## src/rtl/csr_cell_pkg.sv

```systemverilog
package csr_cell_pkg;

  // Hardware-side output behaviour.
  typedef enum logic {
    OUT_ZERO  = 1'b0,
    OUT_LATCH = 1'b1
  } out_mode_e;

  // Source of the bus read value.
  typedef enum logic [1:0] {
    RD_THRU = 2'd0,
    RD_OUT  = 2'd1,
    RD_W1C  = 2'd2,
    RD_SNAP = 2'd3
  } rd_mode_e;

endpackage

```

## src/rtl/csr_cell_decode.sv

```systemverilog
module csr_cell_decode #(
  parameter int unsigned       ADDR_W    = 4,
  parameter logic [ADDR_W-1:0] CELL_ADDR = '0
) (
  input  logic [ADDR_W-1:0] addr_i,
  input  logic              wr_i,
  input  logic              rd_i,
  output logic              wr_hit_o,
  output logic              rd_hit_o
);

  logic sel;

  always_comb begin
    sel      = (addr_i == CELL_ADDR);
    wr_hit_o = sel & wr_i;
    rd_hit_o = sel & rd_i;
  end

endmodule

```

## src/rtl/csr_cell_outreg.sv

```systemverilog
module csr_cell_outreg
  import csr_cell_pkg::*;
#(
  parameter int unsigned       DATA_W    = 16,
  parameter logic [DATA_W-1:0] IMPL_MASK = '1,
  parameter out_mode_e         OUT_MODE  = OUT_LATCH
) (
  input  logic              clk_i,
  input  logic              rst_ni,
  input  logic              wr_hit_i,
  input  logic [DATA_W-1:0] wdata_i,
  output logic [DATA_W-1:0] out_q_o
);

  if (OUT_MODE == OUT_LATCH) begin : g_latch
    logic [DATA_W-1:0] ctl_d, ctl_q;
    logic              ctl_en;

    always_comb begin
      ctl_en = wr_hit_i;
      ctl_d  = wdata_i & IMPL_MASK;
    end

    always_ff @(posedge clk_i or negedge rst_ni) begin
      if (!rst_ni)     ctl_q <= '0;
      else if (ctl_en) ctl_q <= ctl_d;
    end

    assign out_q_o = ctl_q;

    // no selected write, no change of the control flop
    p_ctl_hold_r1: assert property (@(posedge clk_i) disable iff (!rst_ni)
      !wr_hit_i |=> $stable(out_q_o));
    // a selected write shows up masked after the edge
    p_ctl_load_r3: assert property (@(posedge clk_i) disable iff (!rst_ni)
      wr_hit_i |=> (out_q_o == ($past(wdata_i) & IMPL_MASK)));
  end else begin : g_zero
    logic unused_zero;
    assign unused_zero = ^{clk_i, rst_ni, wr_hit_i, wdata_i};
    assign out_q_o     = '0;
  end

endmodule

```

## src/rtl/csr_cell_store.sv

```systemverilog
module csr_cell_store
  import csr_cell_pkg::*;
#(
  parameter int unsigned       DATA_W    = 16,
  parameter logic [DATA_W-1:0] IMPL_MASK = '1,
  parameter rd_mode_e          RD_MODE   = RD_THRU
) (
  input  logic              clk_i,
  input  logic              rst_ni,
  input  logic              wr_hit_i,
  input  logic [DATA_W-1:0] wdata_i,
  input  logic [DATA_W-1:0] hw_in_i,
  input  logic              cap_en_i,
  input  logic [DATA_W-1:0] out_q_i,
  output logic [DATA_W-1:0] rd_val_o
);

  logic unused_store;
  assign unused_store = ^{clk_i, rst_ni, wr_hit_i, wdata_i, hw_in_i, cap_en_i, out_q_i};

  if (RD_MODE == RD_THRU) begin : g_thru
    assign rd_val_o = hw_in_i & IMPL_MASK;

  end else if (RD_MODE == RD_OUT) begin : g_out
    assign rd_val_o = out_q_i & IMPL_MASK;

  end else if (RD_MODE == RD_W1C) begin : g_w1c
    logic [DATA_W-1:0] stk_d, stk_q, clr_vec;

    // Set is OR-ed in after the clear, so a same-edge set survives.
    always_comb begin
      clr_vec = wr_hit_i ? wdata_i : '0;
      stk_d   = ((stk_q & ~clr_vec) | hw_in_i) & IMPL_MASK;
    end

    always_ff @(posedge clk_i or negedge rst_ni) begin
      if (!rst_ni) stk_q <= '0;
      else         stk_q <= stk_d;
    end

    assign rd_val_o = stk_q;

    // every implemented input bit high at an edge is set afterwards
    p_stk_set_r7: assert property (@(posedge clk_i) disable iff (!rst_ni)
      (|(hw_in_i & IMPL_MASK)) |=>
        ((stk_q & $past(hw_in_i & IMPL_MASK)) == $past(hw_in_i & IMPL_MASK)));
    // without a selected write no sticky bit falls
    p_stk_keep_r6: assert property (@(posedge clk_i) disable iff (!rst_ni)
      !wr_hit_i |=> ((stk_q & $past(stk_q)) == $past(stk_q)));
    // unimplemented bits never stored
    p_stk_mask_r9: assert property (@(posedge clk_i) disable iff (!rst_ni)
      (stk_q & ~IMPL_MASK) == '0);

  end else begin : g_snap
    logic [DATA_W-1:0] hold_d, hold_q;
    logic              hold_en;

    always_comb begin
      hold_en = cap_en_i;
      hold_d  = hw_in_i & IMPL_MASK;
    end

    always_ff @(posedge clk_i or negedge rst_ni) begin
      if (!rst_ni)      hold_q <= '0;
      else if (hold_en) hold_q <= hold_d;
    end

    assign rd_val_o = hold_q;

    // the held word only moves on a capture edge
    p_snap_hold_r8: assert property (@(posedge clk_i) disable iff (!rst_ni)
      !cap_en_i |=> $stable(hold_q));
  end

endmodule

```

## src/rtl/csr_cell.sv

```systemverilog
module csr_cell
  import csr_cell_pkg::*;
#(
  parameter int unsigned       DATA_W    = 16,
  parameter int unsigned       ADDR_W    = 4,
  parameter logic [ADDR_W-1:0] CELL_ADDR = '0,
  parameter logic [DATA_W-1:0] IMPL_MASK = '1,
  parameter out_mode_e         OUT_MODE  = OUT_LATCH,
  parameter rd_mode_e          RD_MODE   = RD_OUT
) (
  input  logic              clk_i,
  input  logic              rst_ni,
  input  logic [ADDR_W-1:0] addr_i,
  input  logic              wr_i,
  input  logic              rd_i,
  input  logic [DATA_W-1:0] wdata_i,
  output logic [DATA_W-1:0] rd_data_o,
  input  logic [DATA_W-1:0] hw_in_i,
  input  logic              cap_en_i,
  output logic [DATA_W-1:0] hw_out_o,
  output logic              rd_evt_o
);

  logic              wr_hit, rd_hit;
  logic [DATA_W-1:0] ctl_q, rd_val;

  csr_cell_decode #(
    .ADDR_W   (ADDR_W),
    .CELL_ADDR(CELL_ADDR)
  ) i_decode (
    .addr_i  (addr_i),
    .wr_i    (wr_i),
    .rd_i    (rd_i),
    .wr_hit_o(wr_hit),
    .rd_hit_o(rd_hit)
  );

  csr_cell_outreg #(
    .DATA_W   (DATA_W),
    .IMPL_MASK(IMPL_MASK),
    .OUT_MODE (OUT_MODE)
  ) i_outreg (
    .clk_i   (clk_i),
    .rst_ni  (rst_ni),
    .wr_hit_i(wr_hit),
    .wdata_i (wdata_i),
    .out_q_o (ctl_q)
  );

  csr_cell_store #(
    .DATA_W   (DATA_W),
    .IMPL_MASK(IMPL_MASK),
    .RD_MODE  (RD_MODE)
  ) i_store (
    .clk_i   (clk_i),
    .rst_ni  (rst_ni),
    .wr_hit_i(wr_hit),
    .wdata_i (wdata_i),
    .hw_in_i (hw_in_i),
    .cap_en_i(cap_en_i),
    .out_q_i (ctl_q),
    .rd_val_o(rd_val)
  );

  always_comb begin
    rd_data_o = rd_hit ? rd_val : '0;
    hw_out_o  = ctl_q;
    rd_evt_o  = rd_hit;
  end

  // idle read bus unless this cell is read
  p_rd_idle_r2: assert property (@(posedge clk_i) disable iff (!rst_ni)
    !(rd_i && (addr_i == CELL_ADDR)) |-> (rd_data_o == '0));
  // unimplemented bits read as zero
  p_rd_mask_r9: assert property (@(posedge clk_i) disable iff (!rst_ni)
    (rd_data_o & ~IMPL_MASK) == '0);
  // the read event needs a bus read
  p_evt_rd_r10: assert property (@(posedge clk_i) disable iff (!rst_ni)
    rd_evt_o |-> rd_i);
  // the read event needs this address
  p_evt_addr_r10: assert property (@(posedge clk_i) disable iff (!rst_ni)
    (addr_i != CELL_ADDR) |-> !rd_evt_o);

endmodule

```

## config.mk

```make
export PLATFORM = sky130hd
export DESIGN_NAME = csr_cell
export DESIGN_NICKNAME = d
export VERILOG_FILES = /design/src/rtl/csr_cell_pkg.sv /design/src/rtl/csr_cell_decode.sv /design/src/rtl/csr_cell_outreg.sv /design/src/rtl/csr_cell_store.sv /design/src/rtl/csr_cell.sv
export SDC_FILE = /design/constraint.sdc
export NUM_CORES = 1
export LEC_CHECK = 0
export BUFFER_PORTS_ARGS = -buffer_cell sky130_fd_sc_hd__buf_2
export CORE_AREA = 2 2 49 51
export CTS_BUF_LIST = sky130_fd_sc_hd__clkbuf_4
export CTS_CLUSTER_SIZE = 8
export DETAILED_ROUTE_END_ITERATION = 8
export DIE_AREA = 0 0 51 53
export GPL_TIMING_DRIVEN = 0
export PLACE_DENSITY_LB_ADDON = 0.12
export SLEW_MARGIN = 15
export SYNTH_ARGS = -nofsm -noshare
export SYNTH_HDL_FRONTEND = slang
export SYNTH_SLANG_ARGS = --single-unit
```

## constraint.sdc

```tcl
create_clock -name clk_i -period 1.3 [get_ports clk_i]
set_clock_uncertainty 0.2 [all_clocks]
set_input_delay 0.13 -clock clk_i [delete_from_list [all_inputs] [get_ports clk_i]]
set_output_delay 0.13 -clock clk_i [all_outputs]
set_load 0.01 [all_outputs]
```

## After elaboration in Yosys (flattened, before gate mapping)

Cells that the tools add are included.

| word-level totals | value |
|---|---|
| register bits | 16 |
| bits in latches | 0 |
| memory bits (writable) | 0 |
| bits in read-only memories | 0 |
| input port bits | 41 |
| output and inout bits | 33 |
| word-level logic and storage cells | 5 |
| memories kept | 0 |

| cells by class | value |
|---|---|
| add/subtract/negate cells | 0 |
| multipliers | 0 |
| div/mod/pow operators | 0 |
| order comparisons | 0 |
| equal/unequal tests | 0 |
| shift-type cells | 0 |
| muxes and demuxes | 1 |
| bitwise operators | 2 |
| reductions and logical operators | 1 |

Operator list:

| operator | count |
|---|---|
| 16-bit two-way mux | 1 |
| 4-bit logical NOT | 1 |
| 1-bit bitwise AND | 2 |

## Depth between registers and ports, before layout

Gate-level depths: netlist of the first run.

| depth | value |
|---|---|
| depth in word-level cells | 3 |
| depth in mapped cells | 4 |
| gate-level depth less buffers | 3 |

## By module

Synthesis of the first run repeated with hierarchy kept, for this count alone.

| unflattened totals | value |
|---|---|
| cells, all modules | 70 |
| area total of the unflattened synthesis | 920.9 sq um |

By module, submodules not included:

| module | times used | cells an instance | area each (sq um) |
|---|---|---|---|
| csr_cell_outreg | 1 | 34 | 649.4 |
| csr_cell | 1 | 17 | 126.4 |
| csr_cell_store | 1 | 16 | 120.1 |
| csr_cell_decode | 1 | 3 | 25.0 |

## Least setup slack after synthesis of the first run

OpenSTA, ideal clock, no wires.

| timing path | value |
|---|---|
| kind | input to register |
| from | input port addr_i[3] |
| to | register i_outreg.g_latch.ctl_q[10] (netlist: i_outreg.out_q_o[10]) |
| arrival | 1.132 ns |
| required time | 0.975 ns |
| slack | -0.157 ns |
| stages | 4 |
| buffers on the path | 1 |
| path through | nor4_4 -> nand2_4 -> buf_6 -> mux2_4 |

| between the ends | value |
|---|---|
| cells in the longest elaborated chain, start to end | 2 |

Ends and longest elaborated chain:

| item | line | RTL |
|---|---|---|
| start: declaration | csr_cell.sv:13 | `input logic [ADDR_W-1:0] addr_i,` |
| 4-bit logical NOT | csr_cell_decode.sv:15 | `sel = (addr_i == CELL_ADDR);` |
| 1-bit bitwise AND | csr_cell_decode.sv:16 | `wr_hit_o = sel & wr_i;` |
| end signal: assignment | csr_cell_outreg.sv:26 | `else if (ctl_en) ctl_q <= ctl_d;` |
| end: declaration | csr_cell_outreg.sv:16 | `logic [DATA_W-1:0] ctl_d, ctl_q;` |

No other way between the ends.
A chain may end at the register's enable or synchronous reset.

## Worst setup path in the final report of the first run

| timing path | value |
|---|---|
| from | input port addr_i[2] |
| to | output port rd_data_o[2] |

| between the ends | value |
|---|---|
| cells in the longest elaborated chain, start to end | 3 |

Ends and longest elaborated chain:

| item | line | RTL |
|---|---|---|
| 4-bit logical NOT | csr_cell_decode.sv:15 |  |
| 1-bit bitwise AND | csr_cell_decode.sv:17 | `rd_hit_o = sel & rd_i;` |
| 16-bit two-way mux | csr_cell.sv:66 | `rd_data_o = rd_hit ? rd_val : '0;` |
| end: declaration | csr_cell.sv:17 | `output logic [DATA_W-1:0] rd_data_o,` |

No other way between the ends.

==> impl_metrics.env, run 1 <==
export IMPL_power_switching_uw=451
export IMPL_first_pass_iters=3
export IMPL_pwr_share_clk=0.183
export IMPL_end_kind="output port"
export IMPL_swShare=0.297
export IMPL_cp_start_kind="input pin"
export IMPL_die_x_um=51
export IMPL_ios=74
export IMPL_mostFrequentLayoutCells="buf_2, dlygate4sd3_1, dfrtp_1"
export IMPL_place_hpwl_um=1340
export IMPL_vias_per_cell=4.60
export IMPL_clockRootBuffer="clkbuf_4"
export IMPL_fin_crit_ps=1410
export IMPL_critPathRequiredTime_ps=970
export IMPL_cts_buffer_depth=2
export IMPL_yosys_warnings=0
export IMPL_syn_num_nets=95
export IMPL_hold_viol=0
export IMPL_drc=0
export IMPL_wl_um=2540
export IMPL_vdd_ir_drop_max_mv=0.774
export IMPL_worst_pin_slew_ps=394
export IMPL_diodes=0
export IMPL_fin_nets=182
export IMPL_row_count=17
export IMPL_die_height_um=53
export IMPL_ctsHtreeMaxLevel=1
export IMPL_ff2ff_path_depth=3
export IMPL_vias=772
export IMPL_critPathSlowestCell="nor4_4"
export IMPL_drv_cap=0
export IMPL_hp_class="in2async"
export IMPL_fin_ws_ps=-114
export IMPL_finalPower_mw=1.52
export IMPL_r2r_end="i_outreg.out_q_o[3]"
export IMPL_max_slew_margin=0.737
export IMPL_grt_pass1_wl_um=3800
export IMPL_cpPeakStageDelay_ps=260
export IMPL_p_int_mw=1.07
export IMPL_comb_power_share=0.360
export IMPL_die_area_um2=2700
export IMPL_arrival_ps=1080
export IMPL_grt_max_degree=17
export IMPL_clk_pin_slew_ps=100
export IMPL_pre_cts_ws_ps=-493
export IMPL_violations="setup timing"
export IMPL_period_share=1.09
export IMPL_tns_ps=-2130
export IMPL_grt_pass1_vias=778
export IMPL_cts_made_buffers=3
export IMPL_reg2reg_slack_ps=100
export IMPL_timing_rr_start="i_outreg.out_q_o[3]"
export IMPL_fmax_mhz=707
export IMPL_area_growth_pct=95.5
export IMPL_finalSetupViolCount=25
export IMPL_grt_usage=0.197
export IMPL_synth_distinct_cells=9
export IMPL_route_antenna_remaining_nets=0
export IMPL_drive_gt1_frac=0.686
export IMPL_cts_sinks=16
export IMPL_powerDensity_nw_per_um2=1000
export IMPL_p_leak_nw=0.843
export IMPL_crit_fanout=6
export IMPL_synth_seq_area_share=0.516
export IMPL_syn_area_um2=776
export IMPL_rsz0062_at_grt="yes"
export IMPL_layout_commonest_cell="buf_2"
export IMPL_initial_core_util=0.361
export IMPL_overflow=0
export IMPL_drt_wirelength_per_cell_um=15.1
export IMPL_io_buffers=56
export IMPL_core_um2=2150
export IMPL_gp_congestion=0.608
export IMPL_cts_tree="done"
export IMPL_ys_ff_latch=16
export IMPL_clock_latency_ps=290
export IMPL_pwr_share_seq=0.457
export IMPL_worstSetupPathType="in2out"
export IMPL_whs_ps=84.1
export IMPL_synth_cells=54
export IMPL_cp_common_cell="buf_6"
export IMPL_antenna_found_initial=0
export IMPL_maxSlewViolCount=0
export IMPL_largest_register_ff_count=16
export IMPL_syn_avg_cell_area_um2=14.4
export IMPL_first_iter_violations=2
export IMPL_cp_cell_sequence="buf_2, nor4_4, buf_6, buf_6, and3_4, buf_6"
export IMPL_outcome="complete, but fails checks"
[power groups by stage]
| stage | clock (mW) | sequential, mW | combinational [mW] |
|---|---|---|---|
| after CTS | 0.292 | 0.687 | 0.519 |
| after detailed placement | 0 | 0.699 | 0.412 |
| final | 0.277 | 0.694 | 0.547 |
| after global routing | 0.307 | 0.712 | 0.585 |
| after global placement | 0 | 0.693 | 0.408 |
| after floorplan | 0 | 0.750 | 0.164 |
[worst max path at each step]
stage	start	cells past startpoint	to	slack, ps
after floorplan	addr_i[3]	4	i_outreg.out_q_o[10]	-160
after global placement	addr_i[3]	5	rd_data_o[9]	-480
after detailed placement	addr_i[3]	5	rd_data_o[9]	-490
after CTS	addr_i[0]	6	rd_data_o[9]	-110
after global routing	addr_i[3]	6	rd_data_o[2]	-170
final	addr_i[2]	6	rd_data_o[2]	-110
[repair_timing]
item | in CTS | in global routing
endpoints found under the setup margin | 27 | 28
setup buffers | 7 | 0
gates cloned | 1 | 1
hold buffers | 17 | 0
pin swaps | 3 | 1
hold endpoints to repair | 32 | 0
resized for setup | 9 | 20
[final cells by class]
type	instances	area, um2
tap	28	35.0
timing repair buffer	82	619
multi-input combinational	35	397
clock inverter	1	3.75
sequential	16	400
fill	175	632
buffer	3	38.8
clock buffer	3	22.5
[layer usage]
metal	share of wire	routed length [um]	GRT usage	vias up
met5	0	0	0	-
met3	0.053	134	0.0311	6
met4	0.017	42	0.0946	0
met1	0.40	1020	0.244	359
li1	-	-	-	368
met2	0.53	1340	0.333	39
[cell families (layout without fill, tap and decap cells)]
family                 after synthesis  in the layout  synth area share
buffers and inverters                3             89            0.0242
muxes                               16             16             0.281
and+or+nand+nor                     19             19             0.179
DFF                                 16             16             0.516
[worst max-delay path: cells and delay by family]
kind | cells | cell delay (ps)
AND/OR/NAND/NOR | 2 | 450
buffers and inverters | 4 | 500
[through the flow]
stage / std cells / instance area, um2 / utilization
2_1_floorplan: 54 / 776 / -
3_3_place_gp: 138 / 1090 / 0.508
3_5_place_dp: 138 / 1090 / 0.508
4_1_cts: 167 / 1390 / 0.647
5_1_grt: 168 / 1520 / 0.706
6_report: 168 / 1520 / 0.706
[Yosys cell counts]
cell type	count	area (um2)
nand2_4	1	11.3
buf_6	1	11.3
and3_1	16	100
clkbuf_1	2	7.51
and2_1	1	6.26
nor4_4	1	21.3
dfrtp_1	16	400
mux2_4	10	150
mux2_2	6	67.6
(Power assumes the default switching activity.)
==> run 2, diff against run 1 <==
--- a/config.mk
+++ b/config.mk
@@ -5,12 +5,13 @@
 export SDC_FILE = /design/constraint.sdc
 export NUM_CORES = 1
 export LEC_CHECK = 0
+export ABC_AREA = 1
 export BUFFER_PORTS_ARGS = -buffer_cell sky130_fd_sc_hd__buf_2
-export CORE_AREA = 2 2 49 51
+export CORE_AREA = 2 2 51 53
 export CTS_BUF_LIST = sky130_fd_sc_hd__clkbuf_4
 export CTS_CLUSTER_SIZE = 8
 export DETAILED_ROUTE_END_ITERATION = 8
-export DIE_AREA = 0 0 51 53
+export DIE_AREA = 0 0 53 55
 export GPL_TIMING_DRIVEN = 0
 export PLACE_DENSITY_LB_ADDON = 0.12
 export SLEW_MARGIN = 15
==> impl_metrics.env, run 2 <==
export IMPL_outcome="finished, final reports clean"
export IMPL_first_iter_violations=16
export IMPL_cts_buffer_depth=2
export IMPL_yosysTopAreaCellShare=0.459
export IMPL_cts_made_buffers=3
export IMPL_grt_pass1_wl_um=3590
export IMPL_maxSlewViolCount=0
export IMPL_reg2reg_slack_ps=350
export IMPL_vdd_ir_drop_max_mv=0.680
export IMPL_drive_gt1_frac=0.467
export IMPL_finalSetupViolCount=0
export IMPL_synth_seq_area_share=0.459
export IMPL_synth_adder_area_share=0
export IMPL_tns_ps=0
export IMPL_grt_pass1_vias=883
export IMPL_largest_register_ff_count=16
export IMPL_synth_compound_area_frac=0
export IMPL_syn_num_nets=148
export IMPL_synthTopCellsByCount="nand2_1, inv_1, dfrtp_1, nand4_1, nor2_2"
export IMPL_vias=1011
export IMPL_post_route_util=0.631
export IMPL_cts_tree="done"
export IMPL_yosys_warnings=0
export IMPL_rsz0062_at_grt="yes"
export IMPL_r2r_end="i_outreg.out_q_o[13]"
export IMPL_antenna_found_initial=0
export IMPL_drv_cap=0
export IMPL_syn_area_um2=872
export IMPL_synthXorXnorAreaFrac=0
export IMPL_cts_sinks=16
export IMPL_worst_path_buf_inv=2
export IMPL_synthMuxAreaShare=0
export IMPL_core_um2=2360
export IMPL_fin_crit_ps=1270
export IMPL_synth_top_family_by_area="simple AND/OR/NAND/NOR gates"
export IMPL_row_count=18
export IMPL_synth_distinct_cells=11
export IMPL_ctsHtreeMaxLevel=1
export IMPL_first_pass_iters=4
export IMPL_nFillCells=226
export IMPL_grt_max_degree=17
export IMPL_period_share=0.978
export IMPL_synth_edff_count=0
export IMPL_hold_viol=0
export IMPL_die_x_um=53
export IMPL_yosysMostFrequentCell="nand2_1"
export IMPL_p_leak_nw=0.858
export IMPL_worst_pin_slew_ps=353
export IMPL_cp_top_family="flip-flops"
export IMPL_gp_congestion=0.683
export IMPL_mostFrequentLayoutCells="buf_2, nand2_1, dlygate4sd3_1"
export IMPL_clock_latency_ps=280
export IMPL_ff2ff_path_depth=3
export IMPL_worstSetupPathType="reg2out"
export IMPL_max_slew_margin=0.764
export IMPL_vias_per_cell=4.49
export IMPL_io_buffers=55
export IMPL_syn_avg_cell_area_um2=8.15
export IMPL_cp_cell_sequence="inv_1, nor2_1, buf_2"
export IMPL_ys_ff_latch=16
export IMPL_wl_um=2420
export IMPL_layout_commonest_cell="buf_2"
export IMPL_fin_nets=237
export IMPL_crit_fanout=3
export IMPL_initial_core_util=0.369
export IMPL_area_growth_pct=71.2
export IMPL_die_height_um=55
export IMPL_async_flop_share=1.00
export IMPL_yosys_area_share_simple=0.413
export IMPL_end_kind="output port"
export IMPL_place_hpwl_um=1570
export IMPL_critPathSlowestCell="dfrtp_1"
export IMPL_yosysTopAreaCell="dfrtp_1"
export IMPL_ios=74
export IMPL_timing_rr_start="i_outreg.out_q_o[13]"
export IMPL_fmax_mhz=786
export IMPL_arrival_ps=940
export IMPL_grt_usage=0.169
export IMPL_synth_cells=107
export IMPL_ys_top_cells_by_area="dfrtp_1, nand2_1, nand4_1, inv_1, nor2_2"
export IMPL_diodes=0
export IMPL_hp_class="in2async"
export IMPL_cpPeakStageDelay_ps=400
export IMPL_cp_start_kind="flop"
export IMPL_overflow=0
export IMPL_drc=0
export IMPL_route_antenna_remaining_nets=0
export IMPL_die_area_um2=2920
export IMPL_synth_flop_cell="dfrtp_1"
export IMPL_clk_pin_slew_ps=100
export IMPL_clockRootBuffer="clkbuf_4"
export IMPL_critPathRequiredTime_ps=970
export IMPL_drt_wirelength_per_cell_um=10.8
export IMPL_powerDensity_nw_per_um2=988
-- run 2: cell count changes in the layout (fill, tap and decap cells not counted), moves of 6 or more --
cell	before	now
and3_1	8	0
and3_4	8	0
buf_2	45	56
buf_4	5	13
buf_6	13	1
inv_1	0	14
mux2_2	6	0
mux2_4	10	0
nand2_1	0	32
nand4_1	0	16
nor2_1	0	7
nor2_2	0	9
-- run 2: logic make-up (layout without fill, tap and decap cells) --
| kind of cell | after synthesis | after routing |
|---|---|---|
| buf+inv | 23 | 111 |
| flops | 16 | 16 |
| simple gates | 68 | 68 |
-- run 2: timing repair --
action | 4_1_cts | 5_1_grt
hold endpoints to repair | 32 | 0
pin swaps | 2 | 15
endpoints found under the setup margin | 10 | 26
hold buffers | 18 | 0
setup buffers | 2 | 9
gates resized for setup | 0 | 6
cloned | 0 | 0
-- run 2: worst reg2reg max path, delay by kind of cell, from the launching register on --
kind / cells / cell delay (ps)
buffers and inverters: 1 / 140
and+or+nand+nor: 2 / 90
DFF: 1 / 410
-- run 2: layout make-up --
class,instances,area (um2),area share
clock inverter,1,3.75,0.00251
buffer,6,53.8,0.0360
clock buffer,3,22.5,0.0151
timing repair buffer,84,551,0.369
multi-input combinational,68,360,0.241
tap,30,37.5,0.0251
sequential,16,400,0.268
inverter,17,63.8,0.0427
-- run 2: power by group --
group,internal [mW],total [mW],switching (mW)
clock network,0.111,0.275,0.163
registers,0.599,0.678,0.0792
logic,0.264,0.521,0.257
-- run 2: routing by layer --
metal  up-vias  part of all wire  GRT usage  routed length (um)
met5         -                 0          0                   0
met4         0            0.0062     0.0641                  15
met3         2             0.047     0.0242                 113
met2        29              0.52      0.329                1270
met1       466              0.42      0.186                1020
li1        514                 -          -                   -
-- run 2: through the flow --
| step | worst slack [ps] | power [mW] | area [um2] | hold slack [ps] | std cells |
|---|---|---|---|---|---|
| after global placement | -97.0 | 1.07 | 1180 | -136 | 192 |
| after detailed placement | -125 | 1.08 | 1180 | -136 | 192 |
| after global routing | -65.6 | 1.58 | 1490 | 97.4 | 225 |
| final | 28.0 | 1.47 | 1490 | 65.9 | 225 |
| after CTS | 16.6 | 1.39 | 1410 | 77.7 | 216 |
| after floorplan | 200 | 0.890 | 872 | -366 | 107 |
-- run 2: worst max-delay path by stage --
stage	cells past startpoint	end	startpoint	slack (ps)
after floorplan	4	rd_data_o[10]	addr_i[1]	200
after global placement	6	rd_data_o[11]	addr_i[1]	-100
after detailed placement	6	rd_data_o[9]	addr_i[1]	-120
after CTS	3	rd_data_o[4]	i_outreg.out_q_o[4]	20
after global routing	3	rd_data_o[5]	i_outreg.out_q_o[5]	-70
final	3	rd_data_o[2]	i_outreg.out_q_o[2]	30
